File: config.mk
export PLATFORM = sky130hd
export DESIGN_NAME = hist_ddr_array
export DESIGN_NICKNAME = d
export VERILOG_FILES = /design/src/rtl/hist_pkg.sv /design/src/rtl/hist_ddr_front.sv /design/src/rtl/hist_acc2.sv /design/src/rtl/hist_cell.sv /design/src/rtl/hist_ddr_array.sv
export SDC_FILE = /design/constraint.sdc
export NUM_CORES = 1
export LEC_CHECK = 0
export ABC_AREA = 1
export BUFFER_PORTS_ARGS = -buffer_cell sky130_fd_sc_hd__buf_2
export CAP_MARGIN = 20
export CORE_AREA = 3 3 330 332
export CTS_BUF_LIST = sky130_fd_sc_hd__clkbuf_4 sky130_fd_sc_hd__clkbuf_8 sky130_fd_sc_hd__clkbuf_16
export DETAILED_ROUTE_END_ITERATION = 12
export DIE_AREA = 0 0 333 335
export GPL_TIMING_DRIVEN = 0
export SLEW_MARGIN = 15
export SYNTH_ARGS = -nofsm -noshare
export SYNTH_HDL_FRONTEND = slang
export SYNTH_HIERARCHICAL = 1
export SYNTH_SLANG_ARGS = --single-unit
File: constraint.sdc
create_clock -name clk -period 19.3 [get_ports clk]
set_input_delay 1.93 -clock clk [delete_from_list [all_inputs] [get_ports clk]]
set_output_delay 1.93 -clock clk [all_outputs]
set_load 0.01 [all_outputs]
File: src/rtl/hist_pkg.sv
`timescale 1ns/1ps
package hist_pkg;

  typedef logic [1:0] inc_t;

  // Increment for one bin of a cell: each pixel that hits the cell and whose
  // low bit matches the bin parity contributes one.
  function automatic inc_t lane_inc(input logic hit_a, input logic lsb_a,
                                    input logic hit_b, input logic lsb_b,
                                    input logic parity);
    inc_t ia;
    inc_t ib;
    ia = {1'b0, hit_a && (lsb_a == parity)};
    ib = {1'b0, hit_b && (lsb_b == parity)};
    return ia + ib;
  endfunction

endpackage

File: src/rtl/hist_ddr_front.sv
`timescale 1ns/1ps
module hist_ddr_front #(
  parameter int PIX_W = 8
) (
  input  logic             clk,
  input  logic             rst_n,
  input  logic             clr,
  input  logic [PIX_W-1:0] pix_in,
  input  logic             vld_in,
  output logic [PIX_W-1:0] a_pix,
  output logic             a_vld,
  output logic [PIX_W-1:0] b_pix,
  output logic             b_vld
);

  logic [PIX_W-1:0] fall_pix_q;
  logic             fall_vld_q;
  logic [PIX_W-1:0] rise_pix_q, rise_pix_d;
  logic             rise_vld_q, rise_vld_d;
  logic [PIX_W-1:0] late_pix_q, late_pix_d;
  logic             late_vld_q, late_vld_d;

  // falling-edge capture of the second stream
  always_ff @(negedge clk or negedge rst_n) begin
    if (!rst_n) begin
      fall_pix_q <= '0;
      fall_vld_q <= 1'b0;
    end else begin
      fall_pix_q <= pix_in;
      fall_vld_q <= vld_in;
    end
  end

  always_comb begin
    rise_pix_d = pix_in;
    rise_vld_d = vld_in && !clr;
    late_pix_d = fall_pix_q;
    late_vld_d = fall_vld_q && !clr;
  end

  always_ff @(posedge clk or negedge rst_n) begin
    if (!rst_n) begin
      rise_pix_q <= '0;
      rise_vld_q <= 1'b0;
      late_pix_q <= '0;
      late_vld_q <= 1'b0;
    end else begin
      rise_pix_q <= rise_pix_d;
      rise_vld_q <= rise_vld_d;
      late_pix_q <= late_pix_d;
      late_vld_q <= late_vld_d;
    end
  end

  assign a_pix = rise_pix_q;
  assign a_vld = rise_vld_q;
  assign b_pix = late_pix_q;
  assign b_vld = late_vld_q;


  front_clear_chk: assert property (@(posedge clk) disable iff (!rst_n)
    clr |=> (!a_vld && !b_vld));

endmodule

File: src/rtl/hist_acc2.sv
`timescale 1ns/1ps
module hist_acc2 #(
  parameter int CNT_W = 19
) (
  input  logic             clk,
  input  logic             rst_n,
  input  logic             clr,
  input  hist_pkg::inc_t   inc,
  output logic [CNT_W-1:0] cnt
);

  logic [CNT_W-1:0] lane_a_q, lane_a_d;
  logic [CNT_W-1:0] lane_b_q, lane_b_d;
  logic [CNT_W-1:0] cnt_q, cnt_d;

  // two interleaved partial sums; the feedback loop spans two registers
  always_comb begin
    lane_a_d = lane_b_q + {{(CNT_W-2){1'b0}}, inc};
    lane_b_d = lane_a_q;
    cnt_d    = lane_a_q + lane_b_q;
    if (clr) begin
      lane_a_d = '0;
      lane_b_d = '0;
      cnt_d    = '0;
    end
  end

  always_ff @(posedge clk or negedge rst_n) begin
    if (!rst_n) begin
      lane_a_q <= '0;
      lane_b_q <= '0;
      cnt_q    <= '0;
    end else begin
      lane_a_q <= lane_a_d;
      lane_b_q <= lane_b_d;
      cnt_q    <= cnt_d;
    end
  end

  assign cnt = cnt_q;


  sum_track_chk: assert property (@(posedge clk) disable iff (!rst_n)
    !clr |=> (CNT_W'(lane_a_q + lane_b_q) ==
              CNT_W'($past(lane_a_q + lane_b_q) + $past({{(CNT_W-2){1'b0}}, inc}))));


  acc_clear_chk: assert property (@(posedge clk) disable iff (!rst_n)
    clr |=> (cnt_q == '0 && lane_a_q == '0 && lane_b_q == '0));

endmodule

File: src/rtl/hist_cell.sv
`timescale 1ns/1ps
module hist_cell #(
  parameter int PIX_W = 8,
  parameter int CNT_W = 19,
  parameter int IDX   = 0
) (
  input  logic             clk,
  input  logic             rst_n,
  input  logic             clr,
  input  logic [PIX_W-1:0] a_pix,
  input  logic             a_vld,
  input  logic [PIX_W-1:0] b_pix,
  input  logic             b_vld,
  output logic [CNT_W-1:0] even_cnt,
  output logic [CNT_W-1:0] odd_cnt
);

  localparam int HI_W = PIX_W - 1;
  localparam logic [HI_W-1:0] MY_KEY = HI_W'(IDX);

  logic a_hit, b_hit;
  hist_pkg::inc_t inc_d [2];
  hist_pkg::inc_t inc_q [2];
  logic [CNT_W-1:0] cnt_w [2];

  always_comb begin
    a_hit = a_vld && (a_pix[PIX_W-1:1] == MY_KEY);
    b_hit = b_vld && (b_pix[PIX_W-1:1] == MY_KEY);
  end

  for (genvar g = 0; g < 2; g++) begin : g_bin
    always_comb begin
      inc_d[g] = hist_pkg::lane_inc(a_hit, a_pix[0], b_hit, b_pix[0], g[0]);
      if (clr) inc_d[g] = '0;
    end

    always_ff @(posedge clk or negedge rst_n) begin
      if (!rst_n) inc_q[g] <= '0;
      else        inc_q[g] <= inc_d[g];
    end

    hist_acc2 #(.CNT_W(CNT_W)) u_acc (
      .clk   (clk),
      .rst_n (rst_n),
      .clr   (clr),
      .inc   (inc_q[g]),
      .cnt   (cnt_w[g])
    );
  end

  assign even_cnt = cnt_w[0];
  assign odd_cnt  = cnt_w[1];


  inc_bound_chk: assert property (@(posedge clk) disable iff (!rst_n)
    ({1'b0, inc_q[0]} + {1'b0, inc_q[1]}) <= 3'd2);


  idle_inc_chk: assert property (@(posedge clk) disable iff (!rst_n)
    (!a_vld && !b_vld) |=> (inc_q[0] == '0 && inc_q[1] == '0));

endmodule

File: src/rtl/hist_ddr_array.sv
`timescale 1ns/1ps
module hist_ddr_array #(
  parameter int PIX_W = 8,
  parameter int NBINS = 8,
  parameter int CNT_W = 19
) (
  input  logic                     clk,
  input  logic                     rst_n,
  input  logic                     start,
  input  logic [PIX_W-1:0]         pix_ddr,
  input  logic                     vld_ddr,
  input  logic [$clog2(NBINS)-1:0] rd_sel,
  output logic [CNT_W-1:0]         rd_cnt
);

  localparam int NCELL = NBINS / 2;

  logic [1:0] rst_sync_q;
  logic       rst_int_n;
  logic [PIX_W-1:0] fe_a_pix, fe_b_pix;
  logic             fe_a_vld, fe_b_vld;
  logic [NBINS*CNT_W-1:0] bins_flat;
  logic [CNT_W-1:0] rd_q, rd_d;

  // asynchronous assert, synchronous release
  always_ff @(posedge clk or negedge rst_n) begin
    if (!rst_n) rst_sync_q <= 2'b00;
    else        rst_sync_q <= {rst_sync_q[0], 1'b1};
  end
  assign rst_int_n = rst_sync_q[1];

  hist_ddr_front #(.PIX_W(PIX_W)) u_front (
    .clk    (clk),
    .rst_n  (rst_int_n),
    .clr    (start),
    .pix_in (pix_ddr),
    .vld_in (vld_ddr),
    .a_pix  (fe_a_pix),
    .a_vld  (fe_a_vld),
    .b_pix  (fe_b_pix),
    .b_vld  (fe_b_vld)
  );

  for (genvar j = 0; j < NCELL; j++) begin : g_col
    logic [PIX_W-1:0] a_pix, b_pix;
    logic             a_vld, b_vld;

    if (j == 0) begin : g_head
      assign a_pix = fe_a_pix;
      assign a_vld = fe_a_vld;
      assign b_pix = fe_b_pix;
      assign b_vld = fe_b_vld;
    end else begin : g_link
      logic [PIX_W-1:0] a_pix_q, b_pix_q;
      logic             a_vld_q, b_vld_q, a_vld_d, b_vld_d;

      always_comb begin
        a_vld_d = g_col[j-1].a_vld && !start;
        b_vld_d = g_col[j-1].b_vld && !start;
      end

      always_ff @(posedge clk or negedge rst_int_n) begin
        if (!rst_int_n) begin
          a_pix_q <= '0;
          b_pix_q <= '0;
          a_vld_q <= 1'b0;
          b_vld_q <= 1'b0;
        end else begin
          a_pix_q <= g_col[j-1].a_pix;
          b_pix_q <= g_col[j-1].b_pix;
          a_vld_q <= a_vld_d;
          b_vld_q <= b_vld_d;
        end
      end

      assign a_pix = a_pix_q;
      assign a_vld = a_vld_q;
      assign b_pix = b_pix_q;
      assign b_vld = b_vld_q;
    end

    hist_cell #(.PIX_W(PIX_W), .CNT_W(CNT_W), .IDX(j)) u_cell (
      .clk      (clk),
      .rst_n    (rst_int_n),
      .clr      (start),
      .a_pix    (a_pix),
      .a_vld    (a_vld),
      .b_pix    (b_pix),
      .b_vld    (b_vld),
      .even_cnt (bins_flat[(2*j)*CNT_W +: CNT_W]),
      .odd_cnt  (bins_flat[(2*j+1)*CNT_W +: CNT_W])
    );
  end

  always_comb begin
    rd_d = '0;
    if (int'(rd_sel) < NBINS) rd_d = bins_flat[int'(rd_sel)*CNT_W +: CNT_W];
  end

  always_ff @(posedge clk or negedge rst_int_n) begin
    if (!rst_int_n) rd_q <= '0;
    else            rd_q <= rd_d;
  end

  assign rd_cnt = rd_q;


  start_read_chk: assert property (@(posedge clk) disable iff (!rst_int_n)
    start |=> ##1 (rd_cnt == '0));


  reset_read_chk: assert property (@(posedge clk)
    !rst_int_n |=> (rd_cnt == '0));

endmodule

* Word-level counts from Yosys, hierarchy flattened
Cells that the tools add are included.
Storage, ports and cells: register bits after elaboration 574, bits of input ports 15, output and inout port bits 19, word-level logic and storage cells 159
Cells by class: $add $sub $neg 24, $mul 1, eq/ne operators 6, shifts and indexed selects 1, multiplexer cells 32, bitwise logic cells 8, reductions and logical operators 35
Operators by type and width (count):
- 2-to-1 mux 19 bit | 24
- adder 19 bit | 8
- adder 19 x 2 -> 19 bit | 8
- variable part select 152 x 9 -> 19 bit | 1
- logical AND 1 bit | 32
- equality test 7 x 2 -> 1 bit, second input constant | 4
- adder 1 x 1 -> 2 bit | 8
- 2-to-1 mux 2 bit | 8
- equality test 7 x 1 -> 1 bit, second input constant | 2
- logical NOT 7 bit | 2
- multiplier 3 x 5 -> 8 bit, second input constant | 1
- inverter 1 bit | 8
- logical NOT 1 bit | 1

* Depth between registers and ports, before layout
Gate-level depths: netlist (run 1).
word-level depth 5, mapped depth 13, mapped depth without buffers 13

* Cells and area by module
The synthesis (run 1) kept the hierarchy.
By module, submodules not included:
- hist_acc2 (g_col[0].u_cell.g_bin[0].u_acc ...) | times used 5, cells an instance 436, area each 3254.4 um2, sequential area each 1426.4 um2
- hist_ddr_array | times used 1, cells an instance 594, area each 3995.1 um2, sequential area each 1876.8 um2
- hist_acc2 (g_col[2].u_cell.g_bin[1].u_acc) | times used 1, cells an instance 420, area each 3228.1 um2, sequential area each 1426.4 um2
- hist_acc2 (g_col[0].u_cell.g_bin[1].u_acc) | times used 1, cells an instance 422, area each 3215.6 um2, sequential area each 1426.4 um2
- hist_acc2 (g_col[3].u_cell.g_bin[1].u_acc) | times used 1, cells an instance 422, area each 3210.6 um2, sequential area each 1426.4 um2
- hist_ddr_front | times used 1, cells an instance 31, area each 690.7 um2, sequential area each 675.6 um2
- hist_cell (g_col[1].u_cell ...) | times used 2, cells an instance 46, area each 275.3 um2, sequential area each 100.1 um2
- hist_cell (g_col[0].u_cell) | times used 1, cells an instance 48, area each 282.8 um2, sequential area each 100.1 um2
- hist_cell (g_col[3].u_cell) | times used 1, cells an instance 44, area each 267.8 um2, sequential area each 100.1 um2

==> metrics.txt, run 1 <==
Longest Clk Path Bufs 3; WP data arrival around 2100 ps; Storage cell area 14,400 µm²; first-pass GRT wire length between 100 and 150 mm; Pint 2020 µW; gr ovfl total 0; Detail Placement HPWL between 60 and 70 mm; cell row count 120; cts bufs inserted slightly below 70; area leader, netlist dfrtp_1; final setup fails 0; multi-input gate area in the final layout approximately 14,000 µm²; DRC 0; IO Count 34; CTS Hold Buffers Added 0; CP Max Fanout 2; Clk pwr share 0.496; fill count about 11,000; met2 usage 0.240; Pwr per Cell Area 72.7 nW/µm²; final clock skew 27.4 ps; Worst Setup End Kind flip-flop; RSZ-0062 raised after global routing no; WL/cell between 10 and 15 µm; Tightest Pin Transition between 1000 and 1500 ps; CP max stage delay around 120 ps; run status finished clean; Setup Fix Bufs, Post-CTS 0; mapped cell area 31,700 µm²; Crit Path Class in2reg; Synth area leaders dfrtp_1 45%, nand2_1 13%, inv_1 9.0%, nor2_1 7.8%, ha_1 6.6%; port bufs 32; Critical Path, Cell by Cell buf_2; area growth from synthesis to layout 14.1%; M1 GR Usage 0.199; Root Buffer clkbuf_16; DRT Wirelength a little over 80 mm; synthesized instance count between 4,000 and 5,000; Finished Cell Area 36,200 µm²; register area share after synthesis 0.453; Core Area approximately 110,000 µm²; Yosys top cell area share 0.446; Clock Pin Slew Worst Setup and Hold Paths ~60 ps; slew margin rel. 0.277; Yosys warning count 6; Resize count post-CTS 0; vias post-DR between 20,000 and 30,000; drt pass-1 iters 5; via/cell ratio 4.51; antenna violations before repair 6; family with the most delay on the worst path buffers and inverters; count of cell types in the netlist 37; Die ar. around 110,000 µm²; final hold vios 0; slowest cell on the critical path buf_2; starting DRC count in detailed routing between 1,500 and 2,000; Startpoint Class input pin; Area after DPL roughly 34,000 µm²; clk sinks about 570; Sw Ratio 0.233; syn nets around 4,500; crit path buf inv count 1; clk_lat worst skew around 620 ps; Seq cells post-synth about 570; Logic pwr share 0.039; leakage about 0.018 µW; grt peak-use layer met2; commonest cells after routing, fill and taps aside 1,070 x nand2_1, 762 x inv_1, 658 x nor2_1; Seq pwr share 0.465; CTS H-tree lvls 3; Avg Cell Area, Syn around 7.5 µm²; ANT nets after route 0; max-slew violations 0; Die Width about 330 µm; largest net degree at the start of global routing 60; die height approximately 340 µm; nets 4,565; vias in the first global route about 26,000; CTS tree done; max-cap violations 0; starting density of the core 0.297; share of cells above drive strength 1 0.0605; Net Switching 613 µW; IR drop worst, VDD 56.0 µV; routability-driven placement congestion ratio 0.906; commonest non-fill, non-tap cell in the layout nand2_1; hold crit path type reg2async; Hold Worst Slack approximately 320 ps; CP required ~10,000 ps; M3 GR Usage 0.0238; GRT Total Usage 0.146
power by group through the flow:
| stage | combinational [µW] | clock, µW | sequential, µW |
|---|---|---|---|
| after global placement | 73.8 | 0 | 1270 |
| final | 102 | 1310 | 1220 |
| after detailed placement | 104 | 0 | 1250 |
| after CTS | 104 | 1350 | 1220 |
| after global routing | 115 | 1400 | 1220 |
| after floorplan | 42.1 | 0 | 1260 |
layout make-up:
type | instances | area share
Antenna cell | 2 | 0.000138
Buffer | 75 | 0.0101
Clock buffer | 89 | 0.0532
Clock inverter | 31 | 0.00954
Inverter | 783 | 0.0812
Multi-Input combinational cell | 2821 | 0.388
Sequential cell | 574 | 0.397
Tap cell | 1403 | 0.0485
Timing Repair Buffer | 43 | 0.0122
cell usage after synthesis, drive strengths merged:
cell / number
a211oi: 8
a21oi: 262
a31oi: 12
and2: 6
and3: 3
buf: 41
clkbuf: 34
clkinv: 6
conb: 1
dfrtn: 9
dfrtp: 565
fa: 16
ha: 168
inv: 777
nand2: 1080
nand3: 270
nand4: 35
nor2: 673
nor3: 109
nor3b: 8
o21a: 1
o21ai: 106
o21bai: 8
xnor2: 32
xor2: 23
worst paths after layout:
kind                                               to  slack, ps  cells after the start          start
worst max-delay path            u_front/fall_pix_q[0]       8040                      1     pix_ddr[0]
worst min-delay path                 u_front/a_pix[5]        320                      0  rst_sync_q[1]
worst max register to register  u_front/fall_pix_q[0]       8760                      1  rst_sync_q[1]
worst min register to register       u_front/a_pix[5]        320                      0  rst_sync_q[1]
max in group asynchronous       u_front/fall_pix_q[0]       8760                      1  rst_sync_q[1]
min in group clk                        rst_sync_q[1]        350                      0  rst_sync_q[0]
cell families (layout without fill, tap and decap cells):
family	after synthesis	after routing	synth area share
adder cells (fa/ha/maj)	184	184	0.0764
XOR/XNOR	55	55	0.0152
flip-flops	574	574	0.453
AND/OR/NAND/NOR	2184	2184	0.287
buffers and inverters	858	1021	0.104
other	1	3	0.000118
AO/OA/AOI/OAI	397	397	0.0646
sequential cells by signal, summed over array words and instances (netlist names):
name / cells
g_col.u_cell/g_bin.u_acc/cnt: 152
u_front/b_vld: 1
u_front/a_vld: 1
g_col.u_cell/inc_q: 16
g_col.b_vld: 3
g_col.a_pix: 24
u_front/fall_pix_q: 8
g_col.u_cell/g_bin.u_acc/lane_a_q: 152
u_front/b_pix: 8
g_col.a_vld: 3
rd_cnt: 19
g_col.u_cell/g_bin.u_acc/lane_b_q: 152
g_col.b_pix: 24
u_front/fall_vld_q: 1
u_front/a_pix: 8
rst_sync_q: 2
per-stage QoR:
| stage | setup slack, ps | setup TNS [ps] | util | instances | power, µW |
|---|---|---|---|---|---|
| floorplan | 579 | 0 | - | 4253 | 1300 |
| global placement | -2780 | -24660 | 0.315 | 5688 | 1340 |
| detailed placement | 7430 | 0 | 0.318 | 5699 | 1350 |
| CTS | 8060 | 0 | 0.339 | 5819 | 2670 |
| global route | 8060 | 0 | 0.339 | 5820 | 2740 |
| finish | 8040 | 0 | 0.339 | 5821 | 2630 |
metal layers:
metal / vias up / wire [µm]
li1: 13375 / -
met1: 12149 / 37600
met2: 600 / 36800
met3: 120 / 4350
met4: 4 / 1770
met5: - / 22
Note: power is estimated with default switching activity, not from simulation.
==> run 2, diff against run 1 <==
- clock period: 19.3 -> 9.69 ns (I/O delays scaled with it)
==> metrics.txt, run 2 (synthesis gave the netlist of run 1 again) <==
R2R Path End u_front/fall_pix_q[0]; final setup fails 0 (unchanged); area growth from synthesis to layout 14.0% (about the same); Clock Pin Slew Worst Setup and Hold Paths 60 ps (about the same); ANT nets after route 0 (unchanged); CP required 5690 ps (-4400 ps); Seq pwr share 0.463 (-0.002); Worst Setup End Kind asynchronous set/reset pin; final clock skew 31.1 ps (+3.73 ps); cts bufs inserted 61 (-10%); first-pass GRT wire length 133 mm (+0.37%); max-slew violations 0 (unchanged); CTS Hold Buffers Added 0 (unchanged); Crit Path Class reg2async; routability-driven placement congestion ratio 0.921 (+1.7%); via/cell ratio 4.52 (+0.22%); final hold vios 0 (unchanged); IR drop worst, VDD 136 µV (+140%); Startpoint Class flip-flop; Pint 4050 µW (+100%); RSZ-0062 raised after global routing no; crit path buf inv count 1 (unchanged); Root Buffer clkbuf_16; Logic pwr share 0.038 (about the same); family with the most delay on the worst path flip-flops; leakage 0.0183 µW (-0.19%); Pwr per Cell Area 145 nW/µm² (+100%); clk_lat worst skew 650 ps (+30 ps); Critical Path, Cell by Cell buf_16; Core Area 107,000 µm² (unchanged); Finished Cell Area 36,200 µm² (about the same); slew margin rel. 0.249 (-0.0282); CTS H-tree lvls 2 (-1); FF-to-FF path depth 1 (unchanged); DRC 0 (unchanged); starting density of the core 0.297 (unchanged); drt pass-1 iters 8 (+3); vias post-DR 26,270 (+0.084%); Tightest Pin Transition 1130 ps (+42.3 ps); fill count 11,217 (-0.52%); vias in the first global route 25,561 (-0.031%); starting DRC count in detailed routing 1,880 (+1.7%); Sw Ratio 0.228 (-0.00464); cell row count 120 (unchanged); IO Count 34 (unchanged); share of cells above drive strength 1 0.0592 (-0.00128); CP Max Fanout 58 (+56); clk sinks 574 (unchanged); hold crit path type in2async; worst r2r src rst_sync_q[1]; max-cap violations 0 (unchanged); commonest cells after routing, fill and taps aside 1,070 x nand2_1, 762 x inv_1, 658 x nor2_1; die height 335 µm (unchanged); ant diodes 0 (-2); Die Width 333 µm (unchanged); nets 4,557 (-0.18%); Area after DPL 33,900 µm² (about the same); Detail Placement HPWL 61.8 mm (+0.23%); Die ar. 112,000 µm² (unchanged); Clk pwr share 0.498 (+0.002); GRT Total Usage 0.146 (-0.000197); WL/cell 13.9 µm (+0.48%); WP data arrival 1720 ps (-330 ps); Setup Fix Bufs, Post-CTS 0 (unchanged); largest net degree at the start of global routing 61 (+1.7%); Resize count post-CTS 0 (unchanged); final core occ 0.339 (about the same); slowest cell on the critical path dfrtp_4; DRT Wirelength 80.8 mm (+0.34%); Longest Clk Path Bufs 3 (unchanged); CTS tree done; port bufs 32 (unchanged); run status finished clean; Net Switching 1200 µW (+96%); FF-to-FF setup slack 3970 ps (-4790 ps); antenna violations before repair 4 (-2); gr ovfl total 0 (unchanged); commonest non-fill, non-tap cell in the layout nand2_1; CP max stage delay 740 ps (+620 ps)
## run 2: cell types whose count changed in the layout (fill, tap and decap cells not counted), sizes merged
| cell | before | now |
|---|---|---|
| bufinv | 5 | 12 |
| clkinv | 24 | 22 |
| diode | 2 | 0 |
| inv | 783 | 780 |
| clkbuf | 123 | 111 |
| clkinvlp | 2 | 7 |
| buf | 84 | 83 |
## run 2: routing by layer
metal | global-route usage | wire length, µm
met2 | 0.230 | 35500
met1 | 0.205 | 38700
met4 | 0.0403 | 1820
met3 | 0.0275 | 4700
met5 | 0 | 27
## run 2: cell type report
| cell class | count | area (µm²) | area share |
|---|---|---|---|
| multi-input combinational | 2821 | 14000 | 0.388 |
| sequential | 574 | 14400 | 0.397 |
| buffer | 75 | 365 | 0.0101 |
| inverter | 783 | 2940 | 0.0813 |
| clock inverter | 38 | 542 | 0.0150 |
| clock buffer | 77 | 1730 | 0.0477 |
| tap | 1403 | 1760 | 0.0485 |
| timing repair buffer | 42 | 428 | 0.0118 |
## run 2: power groups by stage
stage	Sequential (µW)	Clock [µW]	Combinational, µW
final	2440	2620	202
after global routing	2440	2800	227
after CTS	2440	2690	204
after detailed placement	2480	0	204
after global placement	2520	0	144
after floorplan	2510	0	83.7
## run 2: worst max-delay path by stage
stage / from / to / cells past startpoint
floorplan: rst_sync_q[1] / u_front/fall_pix_q[0] / 0
detailed placement: pix_ddr[0] / u_front/fall_pix_q[0] / 1
global placement: rst_sync_q[1] / u_front/fall_pix_q[0] / 0
finish: rst_sync_q[1] / u_front/fall_pix_q[0] / 1
CTS: rst_sync_q[1] / u_front/fall_pix_q[0] / 1
global route: rst_sync_q[1] / u_front/fall_pix_q[0] / 1
## run 2: metrics by stage
stage | setup TNS [ps] | setup slack, ps | power [µW] | hold WS (ps) | cells
6_report | 0 | 3970 | 5250 | 110 | 5813
5_1_grt | 0 | 3820 | 5460 | 67.7 | 5813
4_1_cts | 0 | 3900 | 5330 | 59.1 | 5813
3_5_place_dp | 0 | 3550 | 2680 | 313 | 5698
3_3_place_gp | -21830 | -2470 | 2670 | 340 | 5688
2_1_floorplan | -4910 | -545 | 2590 | 331 | 4253
==> run 3, diff against run 2 <==
- clock period: 9.69 -> 5.1 ns (I/O delays scaled with it)
==> metrics.txt, run 3 (synthesis gave the netlist of run 1 again) <==
clk_lat worst skew 650 ps (about the same); total power 9990 µW (+90%); starting DRC count in detailed routing 1,853 (-1.4%); final setup fails 0 (unchanged); clk sinks 574 (unchanged); GRT Total Usage 0.146 (+0.000274); fill count 11,212 (-0.045%); cell row count 120 (unchanged); Root Buffer clkbuf_16; max-cap violations 0 (unchanged); final clock skew 30.3 ps (-0.863 ps); family with the most delay on the worst path flip-flops; Longest Clk Path Bufs 3 (unchanged); cts bufs inserted 61 (unchanged); WP data arrival 1720 ps (about the same); share of cells above drive strength 1 0.0591 (-0.000107); Die Width 333 µm (unchanged); Setup Fix Bufs, Post-CTS 0 (unchanged); Clock Pin Slew Worst Setup and Hold Paths 60 ps (about the same); Setup TNS Final 0 ps (unchanged); vias post-DR 26,259 (-0.042%); starting density of the core 0.297 (unchanged); Worst Setup End Kind asynchronous set/reset pin; drt pass-1 iters 5 (-3); Crit Path Class reg2async; slowest cell on the critical path dfrtp_4; routability-driven placement congestion ratio 0.921 (unchanged); ant diodes 0 (unchanged); CP Max Fanout 58 (unchanged); final hold vios 0 (unchanged); ANT nets after route 0 (unchanged); largest net degree at the start of global routing 61 (unchanged); area growth from synthesis to layout 14.3%; CTS H-tree lvls 2 (unchanged); Startpoint Class flip-flop; Critical Path, Cell by Cell buf_16; Tightest Pin Transition 1110 ps (-13.3 ps); run status finished clean; nets 4,565 (+0.18%); Resize count post-CTS 0 (unchanged); hold crit path type in2reg; IO Count 34 (unchanged); commonest non-fill, non-tap cell in the layout nand2_1; gr ovfl total 0 (unchanged); die height 335 µm (unchanged); crit path buf inv count 1 (unchanged); CP required 3400 ps (-2290 ps); DRT Wirelength 81.0 mm (+0.23%); leakage 0.0184 µW (+0.18%); port bufs 32 (unchanged); CTS tree done; Die ar. 112,000 µm² (unchanged); CP max stage delay 740 ps (about the same); max-slew violations 0 (unchanged); WL/cell 13.9 µm (about the same); Pwr per Cell Area 276 nW/µm² (+90%); IR drop worst, VDD 259 µV (+90%); Detail Placement HPWL 61.8 mm (unchanged); antenna violations before repair 3 (-1); first-pass GRT wire length 133 mm (+0.18%); via/cell ratio 4.51 (-0.18%); slew margin rel. 0.258 (+0.00886); Core Area 107,000 µm² (unchanged); RSZ-0062 raised after global routing no; vias in the first global route 25,603 (+0.16%); commonest cells after routing, fill and taps aside 1,070 x nand2_1, 762 x inv_1, 658 x nor2_1; DRC 0 (unchanged)
[run 3: cell types whose count changed in the layout (fill, tap and decap cells not counted), sizes merged]
cell | previous run | this run
dlygate4sd3 | 0 | 8
[run 3: repair_timing]
action | CTS | global route
hold buffers | 8 | 0
endpoints found under the setup margin | 0 | 0
endpoints found under the hold margin | 9 | 0
[run 3: final cells by class]
class                           count  area [µm²]  share of cell area
Buffer                             75         365              0.0101
Clock buffer                       77        1730              0.0476
Clock inverter                     38         542              0.0149
Inverter                          783        2940              0.0811
Multi-Input combinational cell   2821       14000               0.387
Sequential cell                   574       14400               0.396
Tap cell                         1403        1760              0.0484
Timing Repair Buffer               50         508              0.0140
[run 3: per-layer routing]
metal,wire (µm),up-vias,global-route usage
met2,35600,630,0.231
li1,-,13351,-
met1,38400,12163,0.205
met4,1850,2,0.0403
met5,13,-,0
met3,5020,113,0.0273
[run 3: where the power goes]
group | switching [µW] | internal (µW)
Combinational | 290 | 98.4
Clock | 1960 | 3010
Sequential | 28.3 | 4600
[run 3: through the flow]
stage	worst slack (ps)	instances	utilization	cell area, µm²	hold WS [ps]
2_1_floorplan	-2840	4253	-	31700	214
3_3_place_gp	-4770	5688	0.315	33600	295
3_5_place_dp	1650	5698	0.318	33900	299
4_1_cts	1600	5821	0.340	36200	36.0
5_1_grt	1520	5821	0.340	36200	36.4
6_report	1680	5821	0.340	36200	82.8
[run 3: worst paths after layout]
path	cells past startpoint	to	slack, ps	startpoint
worst max-delay path	1	u_front/fall_pix_q[0]	1680	rst_sync_q[1]
worst min-delay path	1	u_front/a_pix[0]	80	pix_ddr[0]
worst min register to register	0	u_front/b_vld	300	rst_sync_q[1]
worst max register to register	1	u_front/fall_pix_q[0]	1680	rst_sync_q[1]
max in group clk	2	u_front/fall_pix_q[2]	1800	pix_ddr[2]
min in group asynchronous	2	rst_sync_q[0]	180	rst_n
